## config.mk

```make
export PLATFORM = sky130hd
export DESIGN_NAME = addr_region_ctrl
export DESIGN_NICKNAME = d
export VERILOG_FILES = /design/src/rtl/addr_region_pkg.sv /design/src/rtl/addr_latch.sv /design/src/rtl/region_decode.sv /design/src/rtl/strobe_gen.sv /design/src/rtl/addr_region_ctrl.sv
export SDC_FILE = /design/constraint.sdc
export NUM_CORES = 1
export LEC_CHECK = 0
export ABC_AREA = 1
export BUFFER_PORTS_ARGS = -buffer_cell sky130_fd_sc_hd__buf_2
export CAP_MARGIN = 40
export CORE_ASPECT_RATIO = 0.75
export CORE_MARGIN = 10
export CORE_UTILIZATION = 40
export DETAILED_ROUTE_END_ITERATION = 6
export PLACE_DENSITY = 0.76
export RECOVER_POWER = 100
export SETUP_SLACK_MARGIN = 0.1
export SYNTH_ARGS = -nofsm -noshare
export SYNTH_HDL_FRONTEND = slang
export SYNTH_HIERARCHICAL = 1
export SYNTH_SLANG_ARGS = --single-unit
```

## constraint.sdc

```tcl
create_clock -name clk -period 1.25 [get_ports clk]
set_input_delay 0.125 -clock clk [delete_from_list [all_inputs] [get_ports clk]]
set_output_delay 0.125 -clock clk [all_outputs]
set_load 0.05 [all_outputs]
```

## src/rtl/addr_region_pkg.sv

```systemverilog
// Shared constants and types for the address register and region decoder.
// Assumes three regions, indexed as below in every one-hot vector.
package addr_region_pkg;

    localparam int RGN_ROM   = 0;
    localparam int RGN_VRAM  = 1;
    localparam int RGN_SRAM  = 2;
    localparam int RGN_COUNT = 3;

    // Write pulse sequencer states
    typedef enum logic [1:0] {
        WP_IDLE  = 2'd0,
        WP_WAIT  = 2'd1,
        WP_PULSE = 2'd2,
        WP_DONE  = 2'd3
    } wp_state_t;

endpackage

```

## src/rtl/addr_latch.sv

```systemverilog
// Address register: loads the low and high bytes together when the load
// control and clock phase are both high. The zero-page byte replaces the
// high bus value when no source drives that bus.
// Assumes bus inputs are stable around the qualifying clock edge.
module addr_latch #(
    parameter int          BYTE_W    = 8,
    parameter logic [7:0]  ZP_HI     = 8'h88,
    localparam int         ADDR_W    = 2 * BYTE_W
) (
    input  logic              clk,
    input  logic              rst_n,
    input  logic              phase_hi,
    input  logic              load_en,
    input  logic              hi_bus_driven,
    input  logic [BYTE_W-1:0] bus_lo,
    input  logic [BYTE_W-1:0] bus_hi,
    output logic [ADDR_W-1:0] addr
);

    logic              load_now;
    logic [BYTE_W-1:0] hi_src;

    // Qualify the load with the clock phase
    assign load_now = load_en & phase_hi;

    // Pick the high byte source: bus or zero-page default
    always_comb begin
        hi_src = hi_bus_driven ? bus_hi : BYTE_W'(ZP_HI);
    end

    // Store both bytes on a qualified edge, clear on reset
    always_ff @(posedge clk) begin
        if (!rst_n) begin
            addr <= '0;
        end else if (load_now) begin
            addr <= {hi_src, bus_lo};
        end
    end

endmodule

```

## src/rtl/region_decode.sv

```systemverilog
// Combinational decoder from address to one-hot region select.
// Assumes ROM_END < VRAM_END; everything above VRAM_END is SRAM.
module region_decode
    import addr_region_pkg::*;
#(
    parameter int              ADDR_W   = 16,
    parameter logic [15:0]     ROM_END  = 16'h7FFF,
    parameter logic [15:0]     VRAM_END = 16'h87FF
) (
    input  logic [ADDR_W-1:0]    addr,
    output logic [RGN_COUNT-1:0] region_sel
);

    // Compare the address against the two region boundaries
    always_comb begin
        region_sel = '0;
        if (addr <= ADDR_W'(ROM_END)) begin
            region_sel[RGN_ROM] = 1'b1;
        end else if (addr <= ADDR_W'(VRAM_END)) begin
            region_sel[RGN_VRAM] = 1'b1;
        end else begin
            region_sel[RGN_SRAM] = 1'b1;
        end
    end

endmodule

```

## src/rtl/strobe_gen.sv

```systemverilog
// Builds active-low output and write enables per region. Reads are
// combinational. Writes run a sequencer that waits WE_DELAY edges, then holds
// the write enable low for WE_WIDTH edges, once per strobe.
// Assumes WE_DELAY >= 1 and WE_WIDTH >= 1, and a stable address during writes.
module strobe_gen
    import addr_region_pkg::*;
#(
    parameter int  WE_DELAY = 2,
    parameter int  WE_WIDTH = 3,
    localparam int CNT_MAX  = (WE_DELAY > WE_WIDTH) ? WE_DELAY : WE_WIDTH,
    localparam int CNT_W    = $clog2(CNT_MAX + 1)
) (
    input  logic                 clk,
    input  logic                 rst_n,
    input  logic                 phase_hi,
    input  logic                 rd_strobe,
    input  logic                 wr_strobe,
    input  logic                 prog_en,
    input  logic [RGN_COUNT-1:0] region_sel,
    output logic [RGN_COUNT-1:0] oe_n,
    output logic [RGN_COUNT-1:0] we_n
);

    wp_state_t            state;
    logic [CNT_W-1:0]     cnt;
    logic [RGN_COUNT-1:0] wr_region;
    logic [RGN_COUNT-1:0] wr_allowed;
    logic                 wr_act;
    logic                 rd_ok;

    // Qualified strobes
    assign wr_act = wr_strobe & phase_hi;
    assign rd_ok  = rd_strobe & phase_hi & ~wr_strobe;

    // Mask the ROM bit unless programming is enabled
    always_comb begin
        wr_allowed          = region_sel;
        wr_allowed[RGN_ROM] = region_sel[RGN_ROM] & prog_en;
    end

    // Write pulse sequencer: wait, pulse, then hold until strobe ends
    always_ff @(posedge clk) begin
        if (!rst_n) begin
            state     <= WP_IDLE;
            cnt       <= '0;
            wr_region <= '0;
        end else if (!wr_act) begin
            state     <= WP_IDLE;
            cnt       <= '0;
        end else begin
            unique case (state)
                WP_IDLE: begin
                    state     <= WP_WAIT;
                    cnt       <= CNT_W'(WE_DELAY - 1);
                    wr_region <= wr_allowed;
                end
                WP_WAIT: begin
                    if (cnt == '0) begin
                        state <= WP_PULSE;
                        cnt   <= CNT_W'(WE_WIDTH - 1);
                    end else begin
                        cnt <= cnt - 1'b1;
                    end
                end
                WP_PULSE: begin
                    if (cnt == '0) begin
                        state <= WP_DONE;
                    end else begin
                        cnt <= cnt - 1'b1;
                    end
                end
                default: begin
                    state <= WP_DONE;
                end
            endcase
        end
    end

    // One enable pair per region
    for (genvar g = 0; g < RGN_COUNT; g++) begin : g_rgn
        assign oe_n[g] = ~(region_sel[g] & rd_ok);
        assign we_n[g] = ~((state == WP_PULSE) & wr_region[g]);
    end

endmodule

```

## src/rtl/addr_region_ctrl.sv

```systemverilog
// Top: address register, region decoder and enable generator.
// Assumes a single fast clock with phase_hi carrying the slower system phase.
module addr_region_ctrl
    import addr_region_pkg::*;
#(
    parameter int          WE_DELAY = 2,
    parameter int          WE_WIDTH = 3,
    parameter logic [7:0]  ZP_HI    = 8'h88
) (
    input  logic        clk,
    input  logic        rst_n,
    input  logic        phase_hi,
    input  logic        load_en,
    input  logic        hi_bus_driven,
    input  logic [7:0]  bus_lo,
    input  logic [7:0]  bus_hi,
    input  logic        rd_strobe,
    input  logic        wr_strobe,
    input  logic        prog_en,
    output logic [15:0] addr,
    output logic [2:0]  region_sel,
    output logic        rom_oe_n,
    output logic        rom_we_n,
    output logic        vram_oe_n,
    output logic        vram_we_n,
    output logic        sram_oe_n,
    output logic        sram_we_n
);

    logic [RGN_COUNT-1:0] oe_n;
    logic [RGN_COUNT-1:0] we_n;

    addr_latch #(.BYTE_W(8), .ZP_HI(ZP_HI)) u_latch (
        .clk           (clk),
        .rst_n         (rst_n),
        .phase_hi      (phase_hi),
        .load_en       (load_en),
        .hi_bus_driven (hi_bus_driven),
        .bus_lo        (bus_lo),
        .bus_hi        (bus_hi),
        .addr          (addr)
    );

    region_decode #(.ADDR_W(16)) u_dec (
        .addr       (addr),
        .region_sel (region_sel)
    );

    strobe_gen #(.WE_DELAY(WE_DELAY), .WE_WIDTH(WE_WIDTH)) u_strb (
        .clk        (clk),
        .rst_n      (rst_n),
        .phase_hi   (phase_hi),
        .rd_strobe  (rd_strobe),
        .wr_strobe  (wr_strobe),
        .prog_en    (prog_en),
        .region_sel (region_sel),
        .oe_n       (oe_n),
        .we_n       (we_n)
    );

    // Map region vectors onto named pins
    assign rom_oe_n  = oe_n[RGN_ROM];
    assign rom_we_n  = we_n[RGN_ROM];
    assign vram_oe_n = oe_n[RGN_VRAM];
    assign vram_we_n = we_n[RGN_VRAM];
    assign sram_oe_n = oe_n[RGN_SRAM];
    assign sram_we_n = we_n[RGN_SRAM];

endmodule

```

==> results of run 1 <==
==> routing by layer <==
layer  GRT usage [%]  vias up
met5               0        -
met3           5.386        4
met1           11.99      559
met4           3.074        0
met2           20.43       34
li1                -      689
==> state kept, by name, indices dropped and copies added, names as in the netlist <==
| name | count |
|---|---|
| u_latch/addr | 16 |
| u_strb/cnt | 2 |
| u_strb/state | 2 |
| u_strb/wr_region | 3 |
==> stage by stage <==
step                setup TNS [ns]  total power [mW]  util [%]  cells
floorplan                   -1.504             1.147         -    203
global placement                 0             1.252     53.40    286
detailed placement               0             1.258     53.40    286
CTS                        -0.3060             1.749     60.62    296
global route               -0.8582             1.859     64.25    297
finish                     -0.2975             1.758     64.25    297
==> final cells by class <==
| cell class | instances | share of cell area [%] |
|---|---|---|
| Sequential cell | 23 | 24.55 |
| Tap cell | 38 | 2.468 |
| Timing Repair Buffer | 58 | 20.91 |
| Inverter | 39 | 7.922 |
| Clock buffer | 4 | 2.338 |
| Multi-Input combinational cell | 135 | 41.82 |
==> cell usage in the layout (no fill, tap or decap), types with 3 or more instances in the layout <==
cell type and instances:
buf_4 8, clkbuf_2 15, buf_2 24, buf_8 4, ha_1 3, nor2_4 6, inv_2 4, nor2_2 3
inv_1 33, dfxtp_1 17, dfxtp_2 4, nand2_1 56, nand3_1 3, ha_4 6, clkbuf_8 3, nand2_2 7
buf_6 6, nor2_1 40, nand2_4 6
==> power by group through the flow <==
stage | combinational [mW] | clock (mW) | sequential [mW]
2_1_floorplan | 0.213 | 0 | 0.934
3_3_place_gp | 0.440 | 0 | 0.812
3_5_place_dp | 0.444 | 0 | 0.814
4_1_cts | 0.483 | 0.468 | 0.798
5_1_grt | 0.557 | 0.498 | 0.804
6_report | 0.509 | 0.450 | 0.799
==> worst register-to-register path, cell delays in order, from the launching register on <==
cell	delay, ns
dfxtp_1	0.33
inv_1	0.09
buf_4	0.18
ha_4	0.28
nand3_2	0.07
nor2_1	0.15
nor2_1	0.06
==> logic make-up (layout without fill, tap and decap cells) <==
logic type / after synthesis / in the layout / synth area share (%)
AOI/OAI and AO/OA: 4 / 4 / 1.569
adders and majority gates: 9 / 9 / 8.824
buffers and inverters: 45 / 101 / 15.49
DFF: 23 / 23 / 36.08
and+or+nand+nor: 122 / 122 / 38.04
==> path summary, 6_finish.rpt <==
kind	startpoint	to	slack, ns	depth (start not counted)
max	u_latch/addr[13]$_SDFFE_PN0P_	sram_oe_n	-0.10	5
min	bus_lo[1]	u_latch/addr[1]$_SDFFE_PN0P_	0.09	3
max reg2reg	u_strb/state[0]$_SDFFE_PN0P_	u_strb/cnt[0]$_SDFFE_PN0P_	0	6
min reg2reg	u_strb/wr_region[2]$_SDFFE_PN0P_	u_strb/wr_region[2]$_SDFFE_PN0P_	0.50	2
==> what timing repair did <==
item,CTS,global route
endpoints found under the setup margin,15,16
resized for setup,38,30
hold endpoints to repair,0,0
pin swaps,10,15
gates cloned,0,0
hold buffers,0,0
setup buffers,6,1
==> results.yml, run 1 <==
yosys:
  synth_edf_count: 0
  yosys_most_used_dff: "dfxtp_1"
  yosys-top-cells-count: "67 x nand2_1, 46 x nor2_1, 39 x inv_1"
  synth.area.top_cells: "dfxtp_1 36%, nand2_1 20%, nor2_1 14%"
  ys_types: 14
  yosys.area.top_type: "dfxtp_1"
  ys_warn_count: 6
  ys_async_sr_fraction_pct: 0
  netlist.area_leader.share_pct: 36.08
  synthCells: 203
  yosysSeqAreaShare_pct: 36.08
  syn-cell-area_um2: 1276
  syn_avg_cell_area_um2: 6.287
  ys_ff_latch: 23
  synth_nets: 236
  synth_most_common_cell: "nand2_1"
clock_network:
  clock_sink_count: 23
  cts_max_path_buffers: 2
  clkTransAtPathRegs_ns: 0.08
  cts-root-buf: "clkbuf_8"
  cts_tree: "done"
  clk_latency_ns: 0.26
  htree_levels: 1
  cts_buffers: 3
route:
  wirelength_mm: 3.490
  drt_first_pass_iters: 4
  dr_total_vias: 1286
  highest_layer: "met4"
  met3_length_um: 303
  ant_nets: 0
  drt_iter0_markers: 45
  wire_per_inst_um: 11.75
  routed-wl-met2_mm: 1.724
  drc: 0
  viasPerCell: 4.330
  drt-met1-wl_mm: 1.416
sta:
  holdWs_ns: 0.08731
  max_slew_margin_pct: 71.29
  fin_ws_ns: -0.1003
  hold_violations: 0
  drv_slew: 0
  finalSetupViolCount: 5
  finalCritPeriodShare_pct: 108.0
  tightest_slew_ns: 0.4290
  fin_crit_ns: 1.350
  rsz0062_at_grt: "yes"
  fin_skew_ns: 0.002830
  fmax_mhz: 740.6
setup_path:
  cp.arrival_ns: 1.23
  crit_path_start_kind: "flop"
  worstPathRequired_ns: 1.12
  cp-end-kind: "output pin"
  path_buf_inv: 2
  cpLargestDelayFamily: "flip-flops"
  path_max_fanout: 3
  critical-path-max-stage-delay_ns: 0.35
  crit_chain: "nor2_2 -> buf_4 -> a21oi_4 -> nand2_4 -> buf_6"
  cp_slowest_cell: "dfxtp_2"
  path_class: "flop to output pin"
floorplanning:
  fp.dieArea_um2: 5873
  die_h_um: 68.92
  core_um2: 2999
  initial_core_util_pct: 42.55
  ios: 49
  chipWidth_um: 85.23
  num_rows: 17
placed_design:
  dp_slack_ns: 0.04330
  dpl_cell_area_um2: 1602
  io_buffers: 48
  place_hpwl_mm: 2.375
  gp_congestion: 0.7873
pwr:
  clock_power_share_pct: 25.6
  power_density_nw_per_um2: 912.2
  seqPwrFrac_pct: 45.5
  internal_power_mw: 1.168
  ir_drop_mv: 0.5896
  p_sw_share_pct: 33.52
  switchingPower_uw: 589.2
  leakagePower_nw: 1.050
  p_comb_share_pct: 29.0
flow_run:
  maxCapViolations: 0
grt:
  grt_pass1_wl_mm: 5.402
  grt_usage_pct: 11.39
  overflow: 0
  grt_pass1_vias: 1187
  grt_antenna_before_repair: 0
  grt_max_degree: 33
final_layout:
  register_area_um2: 473.0
  multiInputGateArea_um2: 805.8
  drive_gt1_share_pct: 40.15
  syn2layout_area_growth_pct: 50.98
  diodes: 0
  finalNetCount: 293
  post-route-cell-area_um2: 1927
  fillerInstances: 255
outcome:
  status: "finished with violations"
  violations: "negative setup slack"
min_path:
  hp-class: "primary input to flop"
No activity file was read; power rests on OpenSTA's default activity.
==> run 2: changes to the inputs <==
- CORE_ASPECT_RATIO: 0.75 -> 2
==> run 2 against run 1 <==
- register-to-register slack got worse by 0.02 ns
- count of clock-buffer cells in the layout stayed put
- routed wire length up 5.6%
- clock power barely moved
- first-iteration DRC count fell by 71%
- sequential power increased by 0.5%
- non-clock buffer count is 5 higher
- critical endpoint is now region_sel[2]
- final area grew 4.0%
- sequential share of layout area decreased by 0.87 points
- critical path depth is 2 lower
- global-route usage fell by 0.19 points
- the run still ends with negative setup slack left
- clock skew about the same
==> results.yml, run 2 (synthesized netlist as in run 1, its figures left out) <==
setup_path:
  critical-path-max-stage-delay_ns: 0.37
  r2r_start: "u_latch/addr[15]$_SDFFE_PN0P_"
  crit_chain: "clkinvlp_4 -> a21oi_4 -> buf_4"
  path_class: "flop to output pin"
  reg2reg_depth: 9
  cp.arrival_ns: 1.20
  path_max_fanout: 4
  cp-end-kind: "output pin"
  cp_slowest_cell: "dfxtp_4"
  rrSetupSlack_ns: -0.02
  r2r_end: "u_strb/wr_region[0]$_SDFFE_PN0P_"
  crit_path_start_kind: "flop"
  worstPathRequired_ns: 1.12
placed_design:
  gp_congestion: 0.7853
  io_buffers: 48
  place_hpwl_mm: 2.550
  placed_cells: 278
  dpl_cell_area_um2: 1573
final_layout:
  largest_register_ffs: 16
  syn2layout_area_growth_pct: 56.96
  post-route-cell-area_um2: 2003
  finalNetCount: 298
  final_cell_mix: "53 x nand2_1, 38 x nor2_1, 34 x inv_1, 26 x buf_2, 16 x dfxtp_1"
  fillerInstances: 275
  stdcell_count: 295
  diodes: 0
  top_register: "u_latch/addr"
  drive_gt1_share_pct: 44.70
  final_common_cell: "nand2_1"
  top_regs: "u_latch/addr x16, u_strb/wr_region x3"
route:
  drt_iter0_markers: 13
  ant_nets: 0
  viasPerCell: 4.447
  wire_per_inst_um: 12.49
  drt_first_pass_iters: 2
  wirelength_mm: 3.686
  drc: 0
  dr_total_vias: 1312
grt:
  grt_max_degree: 33
  grt_usage_pct: 11.20
  overflow: 0
  grt_pass1_vias: 1306
  grt_pass1_wl_mm: 5.561
  grt_antenna_before_repair: 0
clock_network:
  clk_latency_ns: 0.25
  cts_max_path_buffers: 2
  htree_levels: 1
  clock_sink_count: 23
  cts_tree: "done"
  cts-root-buf: "clkbuf_8"
  cts_buffers: 3
  clkTransAtPathRegs_ns: 0.08
sta:
  fmax_mhz: 756.0
  setup_tns_ns: -0.2823
  rsz0062_at_grt: "yes"
  tightest_slew_ns: 0.5591
  fin_ws_ns: -0.07279
  fin_skew_ns: 0.002349
  fin_crit_ns: 1.323
  drv_slew: 0
  max_slew_margin_pct: 62.60
  hold_violations: 0
  finalSetupViolCount: 6
  finalCritPeriodShare_pct: 105.8
pwr:
  finalPower_mw: 1.777
  leakagePower_nw: 1.080
  power_density_nw_per_um2: 886.9
  ir_drop_mv: 0.8865
min_path:
  hp-class: "primary input to flop"
  min_to: "u_latch/addr[2]$_SDFFE_PN0P_"
  hold_start: "bus_lo[2]"
  holdPathStages: 3
floorplanning:
  core_um2: 3120
  num_rows: 29
  ios: 49
  chipWidth_um: 59.94
  fp.dieArea_um2: 5987
  die_h_um: 99.88
  initial_core_util_pct: 40.90
outcome:
  violations: "negative setup slack"
  status: "finished with violations"
flow_run:
  maxCapViolations: 0
-- run 2: per-layer routing --
metal,share of wire [%],vias up,track usage (%),wire length (µm)
li1,-,702,-,-
met1,34,589,10.72,1257
met2,61,19,21.74,2259
met3,4.0,2,2.781,146
met4,0.62,0,2.951,23
met5,0,-,0,0
-- run 2: area by class of cell --
class	instances	area, µm²	share of cell area [%]
clock buffer	4	45.04	2.249
multi-input combinational	135	845.8	42.22
inverter	39	157.7	7.870
sequential	23	474.2	23.67
tap	31	38.79	1.936
timing repair buffer	63	441.7	22.05
-- run 2: critical path: cells and delay by family (launching register included) --
family / cells / cell delay (ns)
flops: 1 / 0.37
buf+inv: 2 / 0.37
compound gates: 1 / 0.20
-- run 2: repair_timing --
action / in CTS / in global routing
buffers inserted: 11 / 5
pin swaps: 9 / 12
gates resized for setup: 35 / 46
endpoints found under the hold margin: 0 / 0
endpoints found under the setup margin: 13 / 16
hold buffers: 0 / 0
-- run 2: worst max-delay path by stage --
stage          slack (ns)                          to                          start  cells past startpoint
2_1_floorplan       -0.34                   sram_oe_n  u_latch/addr[15]$_SDFFE_PN0P_                      3
6_report            -0.07               region_sel[2]  u_latch/addr[15]$_SDFFE_PN0P_                      3
5_1_grt             -0.13               region_sel[2]  u_latch/addr[11]$_SDFFE_PN0P_                      4
3_5_place_dp         0.04  u_strb/cnt[1]$_SDFFE_PN0P_   u_strb/state[0]$_SDFFE_PN0P_                      7
3_3_place_gp         0.08  u_strb/cnt[0]$_SDFFE_PN0P_   u_strb/state[0]$_SDFFE_PN0P_                      7
4_1_cts             -0.07               region_sel[2]  u_latch/addr[15]$_SDFFE_PN0P_                      3
-- run 2: where the power goes --
part           switching [mW]  internal, mW  total [mW]
clock network           0.220         0.227       0.447
logic                   0.345         0.182       0.527
registers              0.0293         0.773       0.803
-- run 2: per-stage QoR --
| stage | util, % | setup slack [ns] | hold WS (ns) |
|---|---|---|---|
| final | 64.19 | -0.07279 | 0.09004 |
| after global routing | 64.19 | -0.1329 | 0.1187 |
| after CTS | 57.70 | -0.07419 | 0.08460 |
| after detailed placement | 50.40 | 0.03556 | 0.3547 |
| after global placement | 50.40 | 0.07535 | 0.3455 |
| after floorplan | - | -0.3398 | 0.2599 |
